### config.mk
export PLATFORM = sky130hd
export DESIGN_NAME = sync_lock_tracker
export DESIGN_NICKNAME = d
export VERILOG_FILES = /design/src/rtl/slt_pkg.sv /design/src/rtl/slt_tracker.sv /design/src/rtl/slt_irq.sv /design/src/rtl/sync_lock_tracker.sv
export SDC_FILE = /design/constraint.sdc
export NUM_CORES = 1
export LEC_CHECK = 0
export ABC_CLOCK_PERIOD_IN_PS = 2310
export CAP_MARGIN = 20
export CORE_MARGIN = 2
export CORE_UTILIZATION = 43
export DETAILED_ROUTE_END_ITERATION = 10
export GPL_TIMING_DRIVEN = 1
export PLACE_DENSITY_LB_ADDON = 0.2
export SYNTH_ARGS = -nofsm -noshare
export SYNTH_HDL_FRONTEND = slang
export SYNTH_SLANG_ARGS = --single-unit
### constraint.sdc
create_clock -name clk -period 2.31 [get_ports clk]
set_clock_uncertainty 0.2 [all_clocks]
set_input_delay 0.462 -clock clk [delete_from_list [all_inputs] [get_ports clk]]
set_output_delay 0.462 -clock clk [all_outputs]
set_load 0.01 [all_outputs]
### src/rtl/slt_pkg.sv
package slt_pkg;
   typedef enum logic [1:0] {
      ST_SEARCH  = 2'b00,
      ST_CONFIRM = 2'b01,
      ST_LOCKED  = 2'b10
   } trk_state_e;

   localparam int unsigned CODE_W     = 2;
   localparam int unsigned N_TRK      = 2;
   localparam int unsigned TRK_FRAME  = 0;
   localparam int unsigned TRK_PACKET = 1;
endpackage

### src/rtl/slt_tracker.sv
module slt_tracker
   import slt_pkg::*;
#(
   parameter int unsigned THR_W = 8
) (
   input  logic             clk,
   input  logic             rst_n,
   input  logic             sync_i,
   input  logic             loss_i,
   input  logic [THR_W-1:0] thr_i,
   output trk_state_e       state_o,
   output logic             change_o
);
   trk_state_e       state_q, state_d;
   logic [THR_W-1:0] cnt_q, cnt_d;

   always_comb begin
      state_d = state_q;
      cnt_d   = cnt_q;
      unique case (state_q)
         ST_SEARCH: begin
            if (sync_i) begin
               state_d = ST_CONFIRM;
               cnt_d   = '0;
            end
         end
         ST_CONFIRM: begin
            if (loss_i) begin
               state_d = ST_SEARCH;
               cnt_d   = '0;
            end else if (sync_i) begin
               if (cnt_q >= thr_i) begin
                  state_d = ST_LOCKED;
                  cnt_d   = '0;
               end else begin
                  cnt_d = cnt_q + 1'b1;
               end
            end
         end
         ST_LOCKED: begin
            if (loss_i) begin
               state_d = ST_SEARCH;
               cnt_d   = '0;
            end
         end
         default: begin
            state_d = ST_SEARCH;
            cnt_d   = '0;
         end
      endcase
   end

   always_ff @(posedge clk) begin
      if (!rst_n) begin
         state_q <= ST_SEARCH;
         cnt_q   <= '0;
      end else begin
         state_q <= state_d;
         cnt_q   <= cnt_d;
      end
   end

   assign state_o  = state_q;
   assign change_o = (state_d != state_q);
endmodule

### src/rtl/slt_irq.sv
module slt_irq #(
   parameter int unsigned N_SRC = 2
) (
   input  logic             clk,
   input  logic             rst_n,
   input  logic [N_SRC-1:0] change_i,
   input  logic             rd_i,
   output logic             irq_o
);
   logic irq_q;

   always_ff @(posedge clk) begin
      if (!rst_n) irq_q <= 1'b0;
      else        irq_q <= (|change_i) | (irq_q & ~rd_i);
   end

   assign irq_o = irq_q;
endmodule

### src/rtl/sync_lock_tracker.sv
module sync_lock_tracker
   import slt_pkg::*;
#(
   parameter int unsigned THR_W  = 8,
   parameter int unsigned STAT_W = 8
) (
   input  logic              clk,
   input  logic              rst_n,
   input  logic              frm_sync_i,
   input  logic              pkt_sync_i,
   input  logic              frm_loss_i,
   input  logic              pkt_loss_i,
   input  logic [THR_W-1:0]  frm_thr_i,
   input  logic [THR_W-1:0]  pkt_thr_i,
   input  logic              stat_rd_i,
   output logic [STAT_W-1:0] status_o,
   output logic              sync_irq_o
);
   localparam int unsigned FIELDS_W = N_TRK * CODE_W;

   if (THR_W < 1) begin : g_bad_thr
      $error("THR_W must be at least 1");
   end
   if (STAT_W < FIELDS_W) begin : g_bad_stat
      $error("STAT_W too narrow for both status fields");
   end

   logic [N_TRK-1:0] sync_v, loss_v, change_v;
   logic [THR_W-1:0] thr_v [N_TRK];
   trk_state_e       st_v  [N_TRK];

   assign sync_v[TRK_FRAME]  = frm_sync_i;
   assign sync_v[TRK_PACKET] = pkt_sync_i;
   assign loss_v[TRK_FRAME]  = frm_loss_i;
   assign loss_v[TRK_PACKET] = pkt_loss_i;
   assign thr_v[TRK_FRAME]   = frm_thr_i;
   assign thr_v[TRK_PACKET]  = pkt_thr_i;

   for (genvar i = 0; i < N_TRK; i++) begin : g_trk
      slt_tracker #(.THR_W(THR_W)) u_trk (
         .clk      (clk),
         .rst_n    (rst_n),
         .sync_i   (sync_v[i]),
         .loss_i   (loss_v[i]),
         .thr_i    (thr_v[i]),
         .state_o  (st_v[i]),
         .change_o (change_v[i])
      );
      assign status_o[i*CODE_W +: CODE_W] = st_v[i];
   end

   if (STAT_W > FIELDS_W) begin : g_pad
      assign status_o[STAT_W-1:FIELDS_W] = '0;
   end

   slt_irq #(.N_SRC(N_TRK)) u_irq (
      .clk      (clk),
      .rst_n    (rst_n),
      .change_i (change_v),
      .rd_i     (stat_rd_i),
      .irq_o    (sync_irq_o)
   );
endmodule

==> run_results.csv <==
group,metric,value,unit
status,result_of_the_run,"finished, final reports clean",
grt,via_count_of_the_first_global_routing_pass,1303,
synth,synth_top_area_share,0.264,
routing,drt-vias-per-instance,5.45,
sta,timing.final.max_slew_violations,0,
synth,yosysWarningCount,0,
setup_path,crit_start,"frm_thr_i[1]",
synth,post-synth-top-area-cell,"dfxtp_1",
job,drv_cap,0,
clocking,number_of_buffers_created_by_cts,3,
routing,number_of_drc_violations_after_detailed_routing_iteration_0,39,
floorplanning,die_area,4210,µm²
synth,yosys-top-cells-area,"dfxtp_1 (26%), ha_1 (14%), nand2_1 (5.4%)",
hold_path,min-delay-path-class,"reg2reg",
grt,global_route.overflow_total,0,
floorplanning,floorplan.die.height,64.9,µm
sta,final_hold_viol_count,0,
clocking,cts-root-to-sink-buffers,2,
floorplanning,floorplan.initialDensity,0.442,
floorplanning,die-width,64.9,µm
pwr,static-leakage-power,0.885,nW
clocking,tritoncts,"done",
cells_and_area,drive_above_1_share,0.157,
pwr,report.power.total,781,µW
setup_path,crit_path_start_kind,"input port",
placed_design,dp.cells,278,
cells_and_area,finalNonFillerCells,283,
synth,post_synth_instance_area,1590,µm²
clocking,holdBufCountCts,0,
floorplanning,row_cnt,22,
cells_and_area,nets,277,
setup_path,critPathMaxFanout,6,
clocking,ctsRootBufferMaster,"clkbuf_8",
grt,grt_start_max_net_pins,19,
sta,highest_clock_rate,447,MHz
grt,grt.total_usage,0.168,
setup_path,cp_slowest_cell,"clkdlybuf4s50_1",
cells_and_area,area_delta_synth_final,33.3,%
routing,drt_pass1_iterations,4,
synth,synth_area_per_cell,8.05,µm²
cells_and_area,multiInputGateArea,1160,µm²
setup_path,reg2reg_depth,7,
sta,report.final.setup_viol,0,
synth,netlist_instances,198,
pwr,power.density_cell_area,368,nW/µm²
placed_design,io_buffer_count,27,
placed_design,globalplace.congestion,0.788,
clocking,postCtsSetupBuffers,0,
routing,post_drt_wl_per_cell,12.3,µm
pwr,vdd_ir_drop_max,285,µV
setup_path,crit_required,2.31,ns
grt,grt_pass1_wl,5660,µm
hold_path,min_delay_path_depth,2,
routing,via_count,1543,
floorplanning,floorplan.core_area,3610,µm²
synth,synth_edf_count,0,
routing,antenna_left,0,
clocking,htreeDepth,1,
floorplanning,pin_count,32,
clocking,tritoncts_num_sinks,21,
sta,post-route-min-period,2.24,ns
setup_path,critical-path-max-stage-delay,0.47,ns
synth,async_flop_share,0,
routing,drc,0,
hold_path,worst_hold_startpoint,"g_trk[0].u_trk.cnt_q[0]$_SDFFE_PN0P_",
cells_and_area,antenna-diode-count,0,
setup_path,critPathKind,"in2reg",
grt,antenna_found_initial,0,
setup_path,worst_ep_arrival_time,2.23,ns
setup_path,end_kind,"register",
sta,fin_crit_sh,0.968,
synth,synth_seq_cells,21,
cells_and_area,nFillCells,348,
sta,least_setup_slack_across_all_paths_after_layout,0.0738,ns
placed_design,hpwl,2510,µm
cells_and_area,sequential_cell_area,420,µm²
synth,netlist-cell-type-count,52,
placed_design,place_ws,-0.316,ns
synth,sequential_to_total_area_share_from_yosys_stat,0.264,
setup_path,path_cells,"clkdlybuf4s50_1, inv_1, ha_2, a211o_1, a31oi_4, o211a_1, buf_6, nand4b_1, a31oi_1",
clocking,insertion_delay,0.26,ns
synth,dominantRegCellSynth,"dfxtp_1",
clocking,clkTransAtPathRegs,0.08,ns
routing,drt-total-wl,3490,µm
setup_path,worst_r2r_startpoint,"g_trk[1].u_trk.cnt_q[0]$_SDFFE_PN0P_",
-- report_power, final --
| part | switching (mW) | internal, mW | total (mW) |
|---|---|---|---|
| combinational | 0.0745 | 0.0900 | 0.164 |
| clock | 0.120 | 0.123 | 0.243 |
| sequential | 0.00667 | 0.367 | 0.374 |
| total | 0.201 | 0.580 | 0.781 |
-- per-stage QoR --
step / utilization / hold slack (ns) / cell area [µm²] / TNS [ns]
floorplan: - / 0.258 / 1610 / 0
global placement: 0.542 / 0.272 / 1960 / -5.22
detailed placement: 0.542 / 0.278 / 1960 / -5.68
CTS: 0.569 / 0.289 / 2050 / 0
global route: 0.589 / 0.333 / 2120 / -0.0282
finish: 0.589 / 0.283 / 2120 / 0
-- metal layers --
metal / global-route usage / up-vias / part of all wire
met5: 0 / - / 0
met4: 0.0559 / 0 / 0.011
met3: 0.0365 / 5 / 0.030
met2: 0.277 / 22 / 0.48
met1: 0.217 / 729 / 0.48
li1: - / 787 / -
-- critical path: cells and delay by family --
kind	cells	cell delay (ns)
adder cells (fa/ha/maj)	1	0.17
AND/OR/NAND/NOR	1	0.09
buffers and inverters	3	0.65
AO/OA/AOI/OAI	4	0.87
-- flip-flops by register name (all words and copies together) (netlist names) --
signal,cells
g_trk.u_trk.cnt_q,16
g_trk.u_trk.state_o,4
u_irq.irq_o,1
-- path summary, 6_finish.rpt --
path / end / slack [ns]
worst min-delay path: g_trk[0].u_trk.cnt_q[0]$_SDFFE_PN0P_ / 0.28
worst min register to register: g_trk[0].u_trk.cnt_q[0]$_SDFFE_PN0P_ / 0.28
worst max register to register: g_trk[1].u_trk.cnt_q[5]$_SDFFE_PN0P_ / 0.14
worst max-delay path: g_trk[0].u_trk.cnt_q[5]$_SDFFE_PN0P_ / 0.07
-- area by class of cell --
type	instances	share of cell area
repair buffers	38	0.173
clock buffers	4	0.0212
multi-input cells	154	0.548
well taps	48	0.0283
inverters	18	0.0318
flip-flops and latches	21	0.198
-- repair_timing --
action                                  in CTS  in global routing
cloned                                       1                  0
pin swaps                                    5                 20
endpoints found under the setup margin      12                 19
resized for setup                            5                 17
-- synth_stat cells (5+ instances only) --
library cell   n
ha_1          18
dfxtp_1       21
a31oi_1        9
buf_4          5
nand2_1       23
nand3_1       11
inv_1         17
o21ai_0        5
nor2_1         7
nand4b_1       5
a21oi_1        9
nand2b_1       5
-- kinds of logic (layout without fill, tap and decap cells) --
family,Yosys count,in the layout,share of synthesized area
AO/OA/AOI/OAI,48,49,0.219
adder cells (fa/ha/maj),18,18,0.141
buffers and inverters,27,60,0.0816
flip-flops,21,21,0.264
multiplexers,1,1,0.00706
other,1,4,0.00235
AND/OR/NAND/NOR,82,82,0.285
-- cells in the final DEF (no fill, tap or decap), types with 5 or more instances in the layout --
cell | Yosys | final
dfxtp_1 | 21 | 21
ha_1 | 18 | 14
clkdlybuf4s50_1 | 0 | 24
buf_4 | 5 | 9
inv_1 | 17 | 14
a21oi_1 | 9 | 9
nand4b_1 | 5 | 5
nor2_1 | 7 | 7
a31oi_1 | 9 | 8
nand2_1 | 23 | 23
nand3_1 | 11 | 11
Note: power is estimated with default switching activity, not from simulation.
